--- src/rtl/cd_pkg.sv ---
package cd_pkg;

  typedef enum logic [1:0] {
    ST_HUNT    = 2'd0,
    ST_PRESYNC = 2'd1,
    ST_SYNC    = 2'd2
  } dl_state_e;

  localparam int unsigned HDR_BYTES  = 4;
  localparam int unsigned HDR_W      = 8 * HDR_BYTES;
  localparam int unsigned WIN_W      = HDR_W + 8;
  localparam logic [7:0]  HEC_POLY   = 8'h07;
  localparam logic [7:0]  HEC_COSET  = 8'h55;

  localparam int unsigned STAT_HEC   = 0;
  localparam int unsigned STAT_LCD   = 1;
  localparam int unsigned STAT_OAM   = 2;
  localparam int unsigned STAT_W     = 3;

  localparam logic [1:0]  ADDR_STAT  = 2'd0;
  localparam logic [1:0]  ADDR_CFG   = 2'd1;

  function automatic logic [7:0] hec_calc(input logic [HDR_W-1:0] hdr);
    logic [7:0] crc;
    crc = 8'h00;
    for (int i = HDR_W - 1; i >= 0; i--) begin
      if (crc[7] ^ hdr[i]) crc = {crc[6:0], 1'b0} ^ HEC_POLY;
      else                 crc = {crc[6:0], 1'b0};
    end
    return crc ^ HEC_COSET;
  endfunction

endpackage

--- src/rtl/cd_hec_window.sv ---
module cd_hec_window
  import cd_pkg::*;
(
  input  logic        clk,
  input  logic        rst_n,
  input  logic        in_vld,
  input  logic [7:0]  in_byte,
  output logic        hec_match,
  output logic        win_full,
  output logic [15:0] hdr_vci,
  output logic [2:0]  hdr_pti
);

  localparam int unsigned FILL_W = $clog2(HDR_BYTES + 1);

  logic [WIN_W-1:0]  win_q, win_d;
  logic [FILL_W-1:0] fill_q, fill_d;
  logic [HDR_W-1:0]  hdr_now;

  // window as it stands once the incoming byte is included
  always_comb begin
    win_d  = {win_q[WIN_W-9:0], in_byte};
    fill_d = fill_q;
    if (fill_q != FILL_W'(HDR_BYTES)) fill_d = fill_q + 1'b1;
  end

  assign hdr_now   = win_d[WIN_W-1:8];
  assign hec_match = (hec_calc(hdr_now) == win_d[7:0]);
  assign win_full  = (fill_q == FILL_W'(HDR_BYTES));
  assign hdr_vci   = hdr_now[19:4];
  assign hdr_pti   = hdr_now[3:1];

  always_ff @(posedge clk or negedge rst_n) begin
    if (!rst_n) begin
      win_q  <= '0;
      fill_q <= '0;
    end else if (in_vld) begin
      win_q  <= win_d;
      fill_q <= fill_d;
    end
  end


  fill_mono_chk: assert property (@(posedge clk) disable iff (!rst_n)
    win_full |=> win_full);

endmodule

--- src/rtl/cd_framer.sv ---
module cd_framer
  import cd_pkg::*;
#(
  parameter int unsigned CELL_BYTES   = 53,
  parameter int unsigned PRESYNC_GOOD = 6,
  parameter int unsigned SYNC_BAD     = 7
) (
  input  logic        clk,
  input  logic        rst_n,
  input  logic        in_vld,
  input  logic        hec_match,
  input  logic        win_full,
  input  logic [15:0] hdr_vci,
  input  logic [2:0]  hdr_pti,
  output dl_state_e   state_o,
  output logic        lcd_o,
  output logic        cell_start_o,
  output logic        ev_hec_o,
  output logic        ev_lcd_o,
  output logic        ev_oam_o
);

  localparam int unsigned POS_W   = $clog2(CELL_BYTES);
  localparam int unsigned CNT_MAX = (PRESYNC_GOOD > SYNC_BAD) ? PRESYNC_GOOD : SYNC_BAD;
  localparam int unsigned CNT_W   = $clog2(CNT_MAX + 1);
  localparam logic [POS_W-1:0] POS_HEC  = POS_W'(HDR_BYTES);
  localparam logic [POS_W-1:0] POS_LAST = POS_W'(CELL_BYTES - 1);
  localparam logic [POS_W-1:0] POS_PAST = POS_W'(HDR_BYTES + 1);

  dl_state_e        state_q, state_d;
  logic [POS_W-1:0] pos_q, pos_d, pos_adv;
  logic [CNT_W-1:0] cnt_q, cnt_d;
  logic             oam_pend_q, oam_pend_d;
  logic             start_q, start_d;
  logic             is_oam, at_hec;

  assign pos_adv = (pos_q == POS_LAST) ? '0 : pos_q + 1'b1;
  assign at_hec  = (pos_q == POS_HEC);
  assign is_oam  = (hdr_vci == 16'd3) || (hdr_vci == 16'd4) ||
                   (hdr_pti == 3'd4)  || (hdr_pti == 3'd5);

  always_comb begin
    state_d    = state_q;
    pos_d      = pos_q;
    cnt_d      = cnt_q;
    oam_pend_d = oam_pend_q;
    start_d    = 1'b0;
    ev_hec_o   = 1'b0;
    ev_lcd_o   = 1'b0;
    ev_oam_o   = 1'b0;
    if (in_vld) begin
      unique case (state_q)
        ST_HUNT: begin
          oam_pend_d = 1'b0;
          if (win_full && hec_match) begin
            state_d = ST_PRESYNC;
            pos_d   = POS_PAST;
            cnt_d   = '0;
          end
        end
        ST_PRESYNC: begin
          pos_d = pos_adv;
          if (at_hec) begin
            if (hec_match) begin
              if (cnt_q == CNT_W'(PRESYNC_GOOD - 1)) begin
                state_d  = ST_SYNC;
                cnt_d    = '0;
                ev_lcd_o = 1'b1;
              end else begin
                cnt_d = cnt_q + 1'b1;
              end
            end else begin
              state_d  = ST_HUNT;
              cnt_d    = '0;
              ev_hec_o = 1'b1;
            end
          end
        end
        ST_SYNC: begin
          pos_d   = pos_adv;
          start_d = (pos_q == '0);
          if (at_hec) begin
            if (hec_match) begin
              cnt_d      = '0;
              oam_pend_d = is_oam;
            end else begin
              ev_hec_o   = 1'b1;
              oam_pend_d = 1'b0;
              if (cnt_q == CNT_W'(SYNC_BAD - 1)) begin
                state_d  = ST_HUNT;
                cnt_d    = '0;
                ev_lcd_o = 1'b1;
              end else begin
                cnt_d = cnt_q + 1'b1;
              end
            end
          end
          if ((pos_q == POS_LAST) && oam_pend_q) begin
            ev_oam_o   = 1'b1;
            oam_pend_d = 1'b0;
          end
        end
        default: state_d = ST_HUNT;
      endcase
    end
  end

  always_ff @(posedge clk or negedge rst_n) begin
    if (!rst_n) begin
      state_q    <= ST_HUNT;
      pos_q      <= '0;
      cnt_q      <= '0;
      oam_pend_q <= 1'b0;
      start_q    <= 1'b0;
    end else begin
      state_q    <= state_d;
      pos_q      <= pos_d;
      cnt_q      <= cnt_d;
      oam_pend_q <= oam_pend_d;
      start_q    <= start_d;
    end
  end

  assign state_o      = state_q;
  assign lcd_o        = (state_q != ST_SYNC);
  assign cell_start_o = start_q;


  no_skip_chk: assert property (@(posedge clk) disable iff (!rst_n)
    (state_q == ST_HUNT) |=> (state_q != ST_SYNC));


  sync_hold_chk: assert property (@(posedge clk) disable iff (!rst_n)
    (state_q == ST_SYNC && in_vld && at_hec && hec_match) |=> (state_q == ST_SYNC));


  start_in_sync_chk: assert property (@(posedge clk) disable iff (!rst_n)
    start_q |-> ($past(state_q) == ST_SYNC));

endmodule

--- src/rtl/cd_irq_regs.sv ---
module cd_irq_regs
  import cd_pkg::*;
(
  input  logic              clk,
  input  logic              rst_n,
  input  logic              ev_hec,
  input  logic              ev_lcd,
  input  logic              ev_oam,
  input  dl_state_e         state_i,
  input  logic              lcd_i,
  input  logic              rd_en,
  input  logic [1:0]        rd_addr,
  input  logic [STAT_W-1:0] irq_en,
  output logic [7:0]        rd_data,
  output logic              irq
);

  logic [STAT_W-1:0] stat_q, stat_d, ev_vec;
  logic [7:0]        rd_q, rd_d, rd_sel;
  logic              rd_clr;

  assign rd_clr = rd_en && (rd_addr == ADDR_STAT);

  always_comb begin
    ev_vec           = '0;
    ev_vec[STAT_HEC] = ev_hec;
    ev_vec[STAT_LCD] = ev_lcd;
    ev_vec[STAT_OAM] = ev_oam;
    stat_d = ev_vec | (stat_q & ~{STAT_W{rd_clr}});
  end

  always_comb begin
    unique case (rd_addr)
      ADDR_STAT: rd_sel = {{(8-STAT_W){1'b0}}, stat_q};
      ADDR_CFG:  rd_sel = {lcd_i, 5'b0, state_i};
      default:   rd_sel = 8'h00;
    endcase
    rd_d = rd_en ? rd_sel : rd_q;
  end

  always_ff @(posedge clk or negedge rst_n) begin
    if (!rst_n) begin
      stat_q <= '0;
      rd_q   <= '0;
    end else begin
      stat_q <= stat_d;
      rd_q   <= rd_d;
    end
  end

  assign rd_data = rd_q;
  assign irq     = |(stat_q & irq_en);


  keep_chk: assert property (@(posedge clk) disable iff (!rst_n)
    !$past(rd_clr) |-> ((stat_q & $past(stat_q)) == $past(stat_q)));


  clear_chk: assert property (@(posedge clk) disable iff (!rst_n)
    ($past(rd_clr) && !$past(ev_hec)) |-> !stat_q[STAT_HEC]);


  lcd_flag_chk: assert property (@(posedge clk) disable iff (!rst_n)
    $past(ev_lcd) |-> stat_q[STAT_LCD]);

endmodule

--- src/rtl/cell_delin_irq.sv ---
module cell_delin_irq
  import cd_pkg::*;
#(
  parameter int unsigned CELL_BYTES   = 53,
  parameter int unsigned PRESYNC_GOOD = 6,
  parameter int unsigned SYNC_BAD     = 7
) (
  input  logic       clk,
  input  logic       rst_n,
  input  logic [7:0] rx_byte,
  input  logic       rx_valid,
  input  logic       rd_en,
  input  logic [1:0] rd_addr,
  input  logic [2:0] irq_en,
  output logic [7:0] rd_data,
  output logic       cell_start,
  output logic       lcd,
  output logic       irq
);

  logic [1:0]  rst_pipe_q;
  logic        rst_n_i;
  logic        hec_match, win_full;
  logic [15:0] hdr_vci;
  logic [2:0]  hdr_pti;
  dl_state_e   state;
  logic        ev_hec, ev_lcd, ev_oam;

  // asynchronous assertion, synchronous release
  always_ff @(posedge clk or negedge rst_n) begin
    if (!rst_n) rst_pipe_q <= 2'b00;
    else        rst_pipe_q <= {rst_pipe_q[0], 1'b1};
  end
  assign rst_n_i = rst_pipe_q[1];

  cd_hec_window u_win (
    .clk       (clk),
    .rst_n     (rst_n_i),
    .in_vld    (rx_valid),
    .in_byte   (rx_byte),
    .hec_match (hec_match),
    .win_full  (win_full),
    .hdr_vci   (hdr_vci),
    .hdr_pti   (hdr_pti)
  );

  cd_framer #(
    .CELL_BYTES   (CELL_BYTES),
    .PRESYNC_GOOD (PRESYNC_GOOD),
    .SYNC_BAD     (SYNC_BAD)
  ) u_frm (
    .clk          (clk),
    .rst_n        (rst_n_i),
    .in_vld       (rx_valid),
    .hec_match    (hec_match),
    .win_full     (win_full),
    .hdr_vci      (hdr_vci),
    .hdr_pti      (hdr_pti),
    .state_o      (state),
    .lcd_o        (lcd),
    .cell_start_o (cell_start),
    .ev_hec_o     (ev_hec),
    .ev_lcd_o     (ev_lcd),
    .ev_oam_o     (ev_oam)
  );

  cd_irq_regs u_regs (
    .clk     (clk),
    .rst_n   (rst_n_i),
    .ev_hec  (ev_hec),
    .ev_lcd  (ev_lcd),
    .ev_oam  (ev_oam),
    .state_i (state),
    .lcd_i   (lcd),
    .rd_en   (rd_en),
    .rd_addr (rd_addr),
    .irq_en  (irq_en),
    .rd_data (rd_data),
    .irq     (irq)
  );

endmodule

--- config.mk ---
export PLATFORM = sky130hd
export DESIGN_NAME = cell_delin_irq
export DESIGN_NICKNAME = d
export VERILOG_FILES = /design/src/rtl/cd_pkg.sv /design/src/rtl/cd_hec_window.sv /design/src/rtl/cd_framer.sv /design/src/rtl/cd_irq_regs.sv /design/src/rtl/cell_delin_irq.sv
export SDC_FILE = /design/constraint.sdc
export NUM_CORES = 1
export LEC_CHECK = 0
export BUFFER_PORTS_ARGS = -buffer_cell sky130_fd_sc_hd__buf_2
export CAP_MARGIN = 20
export CORE_UTILIZATION = 62
export DETAILED_ROUTE_END_ITERATION = 16
export GPL_TIMING_DRIVEN = 0
export PLACE_DENSITY_LB_ADDON = 0.2
export SYNTH_ARGS = -nofsm -noshare
export SYNTH_HDL_FRONTEND = slang
export SYNTH_SLANG_ARGS = --single-unit
--- constraint.sdc ---
create_clock -name clk -period 3.8 [get_ports clk]
set_input_delay 0.95 -clock clk [delete_from_list [all_inputs] [get_ports clk]]
set_output_delay 0.95 -clock clk [all_outputs]
set_load 0.05 [all_outputs]
==> results by group, run 1 <==
Synthesis
  – FF+latch count, synth: 57
  – EDFF count, synth: 0
  – Post-synth top area share: 0.383
  – Mapped cell area: 3730 um2
  – Largest cells by area after synthesis: dfrtp_1, mux2_2, xnor3_1
  – Cells after Synth: 316
  – Distinct cells, synth: 55
  – YS warnings: 0
  – Most common cell in the netlist: dfrtp_1
  – Commonest register cell after synthesis: dfrtp_1
  – Async SR Flop Fraction: 1.00
  – Commonest cells in the netlist: dfrtp_1, xnor2_1, mux2_2
  – Avg Inst Size Synth: 11.8 um2
  – Largest area contributor in the netlist: dfrtp_1
  – Seq/Total Area, Yosys: 0.383

GRT
  – Pin count of the biggest net entering global routing: slightly above 40
  – Initial antenna violation count: 0
  – Vias in the first global route: ~2,800
  – First-pass GRT wire length: 14,700 um
  – Total GRT Usage: 0.328
  – GRT overflow: 0

Outcome
  – Status: finished with violations
  – Failing checks: setup timing

Drt
  – Vias per Instance: 5.88
  – Remaining antenna violation count: 0
  – Wire length per cell: roughly 21 um
  – Number of DRC markers in iteration 0: 192
  – Vias: 2,645
  – Post-Route WL: 9380 um
  – DRC: 0
  – First-pass detailed-route iteration total: 4

Clock network
  – Cts bufs inserted: 9
  – CTS Root Cell: clkbuf_8
  – Clk_lat worst skew: 350 ps
  – CTS sink cnt: 57
  – Clock buffer depth: 2
  – CTS H-Tree Depth: 3
  – CTS clock-pin slew for the worst setup and hold paths: ~70 ps
  – CTS tree: yes
  – Hold-fix buffers at CTS: 0

Layout
  – Final Util: 0.807
  – Antenna cell count: 0
  – Area delta synth->final: 22.1%
  – Final cell count without fillers: 450
  – Cell area after layout: 4550 um2
  – Layout Nets: slightly below 400
  – Ratio of cells with drive above 1 in the final layout: 0.399

STA
  – Achievable Freq: 255 MHz
  – Worst Skew: 12.9 ps
  – Max transition margin: 0.513
  – RSZ-0062 raised after global routing: yes
  – Setup ws final: -126 ps
  – WHS: 200 ps
  – Hold Fails Final Rpt: 0
  – Minimum clock period after layout: approximately 3900 ps
  – Final slew viol count: 0
  – Final cycle utilization of the critical path: 1.03
  – Worst slew pin tran: 730 ps
  – Final setup fails: 2

Worst setup path
  – Crit path capture type: flip-flop
  – WP data required: around 4000 ps
  – Max Fanout on Critical Path: 5
  – Startpoint Class: flip-flop
  – CP max-delay cell: or4_4
  – Setup Crit Path Kind: flip-flop to flip-flop
  – Max incr delay on CP: 550 ps
  – Crit-path cells: xnor2_2 > xnor3_2 > buf_12 > xnor2_2 > xnor3_1 > nor3_2 > o2111ai_2 > or4_4 > and2_4 > or4_4 > mux2_4
  – Crit path arrival time: 4160 ps

Placement
  – Cell Count Post-Placement: 414
  – Area after DPL: a little under 4000 um2
  – RD Place Congestion: roughly 0.86
  – Port-buffer cells: 22
  – Half-perimeter wire length after placement: roughly 5600 um

Worst hold path
  – Hold WC Path Type: flip-flop to asynchronous set/reset pin

Die
  – Initial Util: 0.661
  – Core area: roughly 5600 um2
  – I/O pins: 28
  – Row Count: 27
  – Chip Height: 79.5 um
  – Die ar.: about 6300 um2
  – Die W: about 80 um

Run
  – Max Cap Viol: 0
[per-stage QoR]
stage               TNS, ps  setup slack [ps]
finish                 -174              -126
global route           -318              -198
CTS                       0              2.54
detailed placement    -1280              -279
global placement       -716              -237
floorplan                 0              1.61
[cells in the final DEF (no fill, tap or decap), drive strengths merged, types with 2 or more instances in the layout]
cell type / count
xnor3: 19
nand3b: 3
a211o: 2
o21ai: 8
clkbuf: 15
nand3: 5
o21a: 2
a22o: 2
o31ai: 3
nand2: 16
clkinvlp: 3
xor3: 2
and3: 3
a21oi: 7
conb: 5
nor2b: 4
o22ai: 4
buf: 51
or3: 2
nand2b: 6
dfrtp: 57
xnor2: 38
nor2: 9
nor4: 3
ha: 8
nor3: 5
inv: 21
xor2: 17
or4: 3
mux2i: 4
mux2: 33
clkinv: 2
[per-layer routing]
layer  share of wire  GRT usage
met1            0.41      0.416
met2            0.51      0.525
met3           0.059     0.0697
met4           0.023      0.180
met5               0          0
[cells by family after synthesis]
group	count (synthesis)	share of synthesized area
other	2	0.00201
AO/OA/AOI/OAI	42	0.0796
multiplexers	37	0.111
XOR/XNOR	76	0.272
adder cells (fa/ha/maj)	8	0.0269
buffers and inverters	33	0.0379
flip-flops	57	0.383
AND/OR/NAND/NOR	61	0.0873
[path summary, 6_finish.rpt]
kind	from	to	slack (ps)	depth (start not counted)
max	u_win.win_q[29]$_DFFE_PN0P_	u_frm.state_o[0]$_DFFE_PN0P_	-130	11
min	rst_pipe_q[1]$_DFF_PN0_	u_win.win_q[2]$_DFFE_PN0P_	200	0
max reg2reg	u_win.win_q[29]$_DFFE_PN0P_	u_frm.state_o[0]$_DFFE_PN0P_	-130	11
min reg2reg	rst_pipe_q[1]$_DFF_PN0_	u_win.win_q[2]$_DFFE_PN0P_	200	0
max in group asynchronous	rst_pipe_q[1]$_DFF_PN0_	u_win.win_q[28]$_DFFE_PN0P_	3040	1
min in group clk	rst_pipe_q[0]$_DFF_PN0_	rst_pipe_q[1]$_DFF_PN0_	360	0
[flip-flops by register name, indices dropped and copies added, names as in the netlist]
signal,cells
u_frm.cell_start_o,1
u_win.win_q,32
u_frm.oam_pend_q,1
u_frm.pos_q,6
u_win.fill_q,3
u_frm.cnt_q,3
u_regs.rd_data,4
u_regs.stat_q,3
u_frm.state_o,2
rst_pipe_q,2
[final cells by class]
cell class              count  area, um2
multi-input cells         229       2370
flip-flops and latches     57       1440
fillers                   335       1090
repair buffers             47        352
clock buffers               9        124
well taps                  72       90.1
inverters                  19       71.3
clock inverters             7       53.8
plain buffers              10       52.6
[critical path, delay by kind of cell, from the launching register on]
family / cells / cell delay [ps]
mux: 1 / 310
xor+xnor: 4 / 1190
compound gates: 1 / 200
buf+inv: 1 / 160
simple gates: 4 / 1470
flops: 1 / 490
[timing repair]
action | CTS | global route
endpoints found under the setup margin | 11 | 9
pin swaps | 25 | 3
gates resized for setup | 35 | 3
cloned | 0 | 0
setup buffers | 21 | 3
Power of run 1 is not shown: default switching activity piles up to over one toggle a cycle in this logic, so the estimate is an artifact.
==> run 2: changes to the inputs <==
CORE_UTILIZATION = 45   (was 62)
==> results by group, run 2 (synthesis results as in run 1) <==
Die
  – Initial Util: 0.473
  – Row Count: 32
  – Core area: between 7000 and 8000 um2
  – I/O pins: 28
  – Die W: 93.0 um
  – Chip Height: 93.0 um
  – Die ar.: around 8700 um2

Clock network
  – CTS sink cnt: 57
  – CTS tree: yes
  – CTS Root Cell: clkbuf_8
  – Hold-fix buffers at CTS: 0
  – Cts bufs inserted: 9
  – CTS clock-pin slew for the worst setup and hold paths: 70 ps
  – Clk_lat worst skew: around 340 ps
  – CTS H-Tree Depth: 3
  – Clock buffer depth: 2

GRT
  – Vias in the first global route: about 2,500
  – First-pass GRT wire length: 12,800 um
  – Initial antenna violation count: 0
  – Total GRT Usage: 0.199
  – GRT overflow: 0
  – Pin count of the biggest net entering global routing: 40

STA
  – RSZ-0062 raised after global routing: yes
  – Final cycle utilization of the critical path: 0.997
  – Achievable Freq: 264 MHz
  – WHS: 196 ps
  – Final setup fails: 0
  – Max transition margin: 0.531
  – Worst Skew: 10.6 ps
  – Final slew viol count: 0
  – Worst slew pin tran: 704 ps
  – Minimum clock period after layout: 3790 ps
  – Setup total negative slack: 0 ps
  – Hold Fails Final Rpt: 0

Drt
  – First-pass detailed-route iteration total: 4
  – Wl on met1: 3810 um
  – Post-Route WL: approximately 7600 um
  – Wire length per cell: 15.9 um
  – Max layer used: met4
  – Met2 wire len: 3470 um
  – Met3 WL: 258 um
  – Remaining antenna violation count: 0
  – Vias per Instance: a little over 5
  – Vias: 2,481
  – DRC: 0
  – Number of DRC markers in iteration 0: 86

Layout
  – Most frequent cells in the layout: dfrtp_1, mux2_2, buf_4
  – Number of flip-flops in the largest register: 32
  – Final cell count without fillers: 480
  – Area delta synth->final: 21.1%
  – Register area: between 1000 and 1500 um2
  – Ratio of cells with drive above 1 in the final layout: 0.381
  – Antenna cell count: 0
  – Biggest register: u_win.win_q
  – FILL cells: approximately 650
  – Most common cell after layout, fill and taps aside: dfrtp_1
  – Final Util: 0.572
  – Layout Nets: 398
  – Multi-input logic area: 2300 um2

Placement
  – RD Place Congestion: 0.814
  – Cell Count Post-Placement: 444
  – Half-perimeter wire length after placement: 5510 um
  – Port-buffer cells: 22

Worst setup path
  – Setup Crit Path Kind: flip-flop to flip-flop
  – Max Fanout on Critical Path: 3
  – Crit path capture type: flip-flop
  – WP data required: 4020 ps
  – Startpoint Class: flip-flop
  – Crit path arrival time: 4010 ps

Run
  – Max Cap Viol: 0

Outcome
  – Status: complete, no violations

Worst hold path
  – Hold WC Path Type: flip-flop to asynchronous set/reset pin
## run 2: what timing repair did
item                       4_1_cts  5_1_grt
resized for setup               21        4
hold endpoints to repair         0        0
setup endpoints to repair        7        9
setup buffers                   20        3
pin swaps                       21        6
## run 2: routing by layer
metal,global-route usage,up-vias
li1,-,1198
met1,0.278,1229
met2,0.309,43
met3,0.0455,11
met4,0.0577,0
met5,0,-
## run 2: final timing paths
check	from	endpoint	slack, ps	cells past startpoint
setup / recovery	u_win.win_q[30]$_DFFE_PN0P_	u_frm.state_o[0]$_DFFE_PN0P_	10	11
hold / removal	rst_pipe_q[1]$_DFF_PN0_	u_win.win_q[5]$_DFFE_PN0P_	200	0
setup reg to reg	u_win.win_q[30]$_DFFE_PN0P_	u_frm.state_o[0]$_DFFE_PN0P_	10	11
hold reg to reg	rst_pipe_q[1]$_DFF_PN0_	u_win.win_q[5]$_DFFE_PN0P_	200	0
max in group asynchronous	rst_pipe_q[1]$_DFF_PN0_	u_win.win_q[17]$_DFFE_PN0P_	3050	1
min in group clk	rst_pipe_q[0]$_DFF_PN0_	rst_pipe_q[1]$_DFF_PN0_	350	0
## run 2: worst max-delay path: stages, from the launching register on
cell	delay (ps)
dfrtp_2	440
xor2_2	200
xnor3_2	520
buf_4	170
xnor3_2	240
xnor3_1	390
a211oi_2	220
a21oi_2	50
or4_4	420
and2_4	170
or4_4	540
mux2_4	310
## run 2: area by class of cell
class                           instances  area share
Multi-Input combinational cell        229       0.510
Sequential cell                        57       0.318
Timing Repair Buffer                   46      0.0699
Clock buffer                           10      0.0305
Tap cell                              102      0.0283
Inverter                               19      0.0158
Clock inverter                          6      0.0150
Buffer                                 11      0.0128
## run 2: stage by stage
| stage | cell area, um2 | setup slack (ps) |
|---|---|---|
| after detailed placement | 4010 | -240 |
| final | 4510 | 10.8 |
| after CTS | 4470 | 10.1 |
| after global routing | 4510 | -95.6 |
| after global placement | 3990 | -230 |
| after floorplan | 3750 | 1.61 |
Power of run 2 is left out for the same reason.
==> run 3: changes to the inputs <==
CORE_ASPECT_RATIO = 1.25   (was not set)
==> results by group, run 3 (synthesis results as in run 1) <==
Outcome
  – Status: complete, no violations

Layout
  – Layout Nets: 396
  – Antenna cell count: 0
  – Register area: 1440 um2
  – Final cell count without fillers: between 400 and 500
  – Most common cell after layout, fill and taps aside: dfrtp_1
  – Ratio of cells with drive above 1 in the final layout: 0.388
  – Area delta synth->final: 21.6%
  – Biggest register: u_win.win_q
  – Most frequent cells in the layout: dfrtp_1, mux2_2, xnor2_1
  – Number of flip-flops in the largest register: 32
  – FILL cells: 704
  – Multi-input logic area: roughly 2300 um2

Drt
  – First-pass detailed-route iteration total: 4
  – Number of DRC markers in iteration 0: 57
  – Wire length per cell: 16.8 um
  – Remaining antenna violation count: 0
  – Max layer used: met4
  – DRC: 0
  – Wl on met1: 3370 um
  – Post-Route WL: about 8000 um
  – Met2 wire len: 4240 um
  – Met3 WL: 146 um
  – Vias per Instance: 5.20
  – Vias: approximately 2,400

Clock network
  – CTS tree: yes
  – CTS clock-pin slew for the worst setup and hold paths: 70 ps
  – Clock buffer depth: 2
  – CTS H-Tree Depth: 3
  – CTS Root Cell: clkbuf_8
  – Cts bufs inserted: 9
  – CTS sink cnt: 57
  – Clk_lat worst skew: 340 ps

Worst setup path
  – R2r worst-path depth: 11
  – Max Fanout on Critical Path: 5
  – WP data required: 4030 ps
  – Crit path arrival time: 4000 ps
  – Setup Crit Path Kind: flip-flop to flip-flop
  – CP startpoint: u_win.win_q[20]$_DFFE_PN0P_
  – Crit path capture type: flip-flop
  – Reg2reg start: u_win.win_q[20]$_DFFE_PN0P_
  – Startpoint Class: flip-flop

STA
  – Setup total negative slack: 0 ps
  – Max transition margin: 0.512
  – Final setup fails: 0
  – Worst Skew: 10.0 ps
  – Setup ws final: between 30 and 40 ps
  – Achievable Freq: 265 MHz
  – Worst slew pin tran: 732 ps
  – RSZ-0062 raised after global routing: yes
  – Minimum clock period after layout: 3770 ps
  – Final slew viol count: 0
  – Hold Fails Final Rpt: 0
  – Final cycle utilization of the critical path: 0.992

GRT
  – Vias in the first global route: 2,542
  – First-pass GRT wire length: around 13,000 um
  – GRT overflow: 0
  – Total GRT Usage: 0.193
  – Pin count of the biggest net entering global routing: 34
  – Initial antenna violation count: 0

Placement
  – RD Place Congestion: slightly below 0.9
  – Port-buffer cells: 22
  – DP Worst Slack: -266 ps
  – Half-perimeter wire length after placement: 5710 um
  – Cell Count Post-Placement: about 440

Worst hold path
  – Hold WC Path Type: flip-flop to asynchronous set/reset pin

Die
  – I/O pins: 28
  – Chip Height: 104 um
  – Die W: 83.4 um
  – Die ar.: between 8000 and 9000 um2
  – Core area: 7930 um2
  – Initial Util: 0.470
  – Row Count: 36

Run
  – Max Cap Viol: 0
-- run 3: per-stage QoR --
| step | cell area [um2] | util | hold slack, ps |
|---|---|---|---|
| after floorplan | 3750 | - | 331 |
| after global placement | 3980 | 0.502 | 338 |
| after detailed placement | 4000 | 0.504 | 266 |
| after CTS | 4450 | 0.562 | 273 |
| after global routing | 4530 | 0.571 | 303 |
| final | 4530 | 0.571 | 254 |
-- run 3: path summary, 6_finish.rpt --
kind                                                end  slack, ps
hold / removal              u_win.win_q[31]$_DFFE_PN0P_        250
setup reg to reg           u_frm.state_o[0]$_DFFE_PN0P_         30
setup / recovery           u_frm.state_o[0]$_DFFE_PN0P_         30
max in group asynchronous   u_win.win_q[28]$_DFFE_PN0P_       2960
min in group clk                rst_pipe_q[1]$_DFF_PN0_        360
hold reg to reg             u_win.win_q[31]$_DFFE_PN0P_        250
-- run 3: cell type report --
cell class	instances	share of cell area
clock buffer	11	0.0312
sequential	57	0.318
tap	95	0.0262
clock inverter	5	0.0174
inverter	19	0.0157
multi-input combinational	229	0.514
buffer	11	0.0127
timing repair buffer	44	0.0652
-- run 3: repair_timing --
item,4_1_cts,5_1_grt
hold buffers,0,0
pin swaps,19,8
cloned,0,0
setup buffers,15,6
endpoints found under the setup margin,8,9
gates resized for setup,26,10
-- run 3: routing by layer --
layer | up-vias | GRT usage
met5 | - | 0
met3 | 15 | 0.0303
li1 | 1192 | -
met1 | 1216 | 0.229
met2 | 26 | 0.347
met4 | 0 | 0.0764
-- run 3: worst max-delay path, cell delays in order, from the launching register on --
cell      delay, ps
dfrtp_1         450
xor2_1          220
xnor3_2         480
xor3_2          420
buf_4           160
xnor3_1         210
a211oi_2        210
a21oi_2          60
or4_4           540
and2_4          180
or4_4           430
mux2_4          310
Power of run 3 is left out for the same reason.
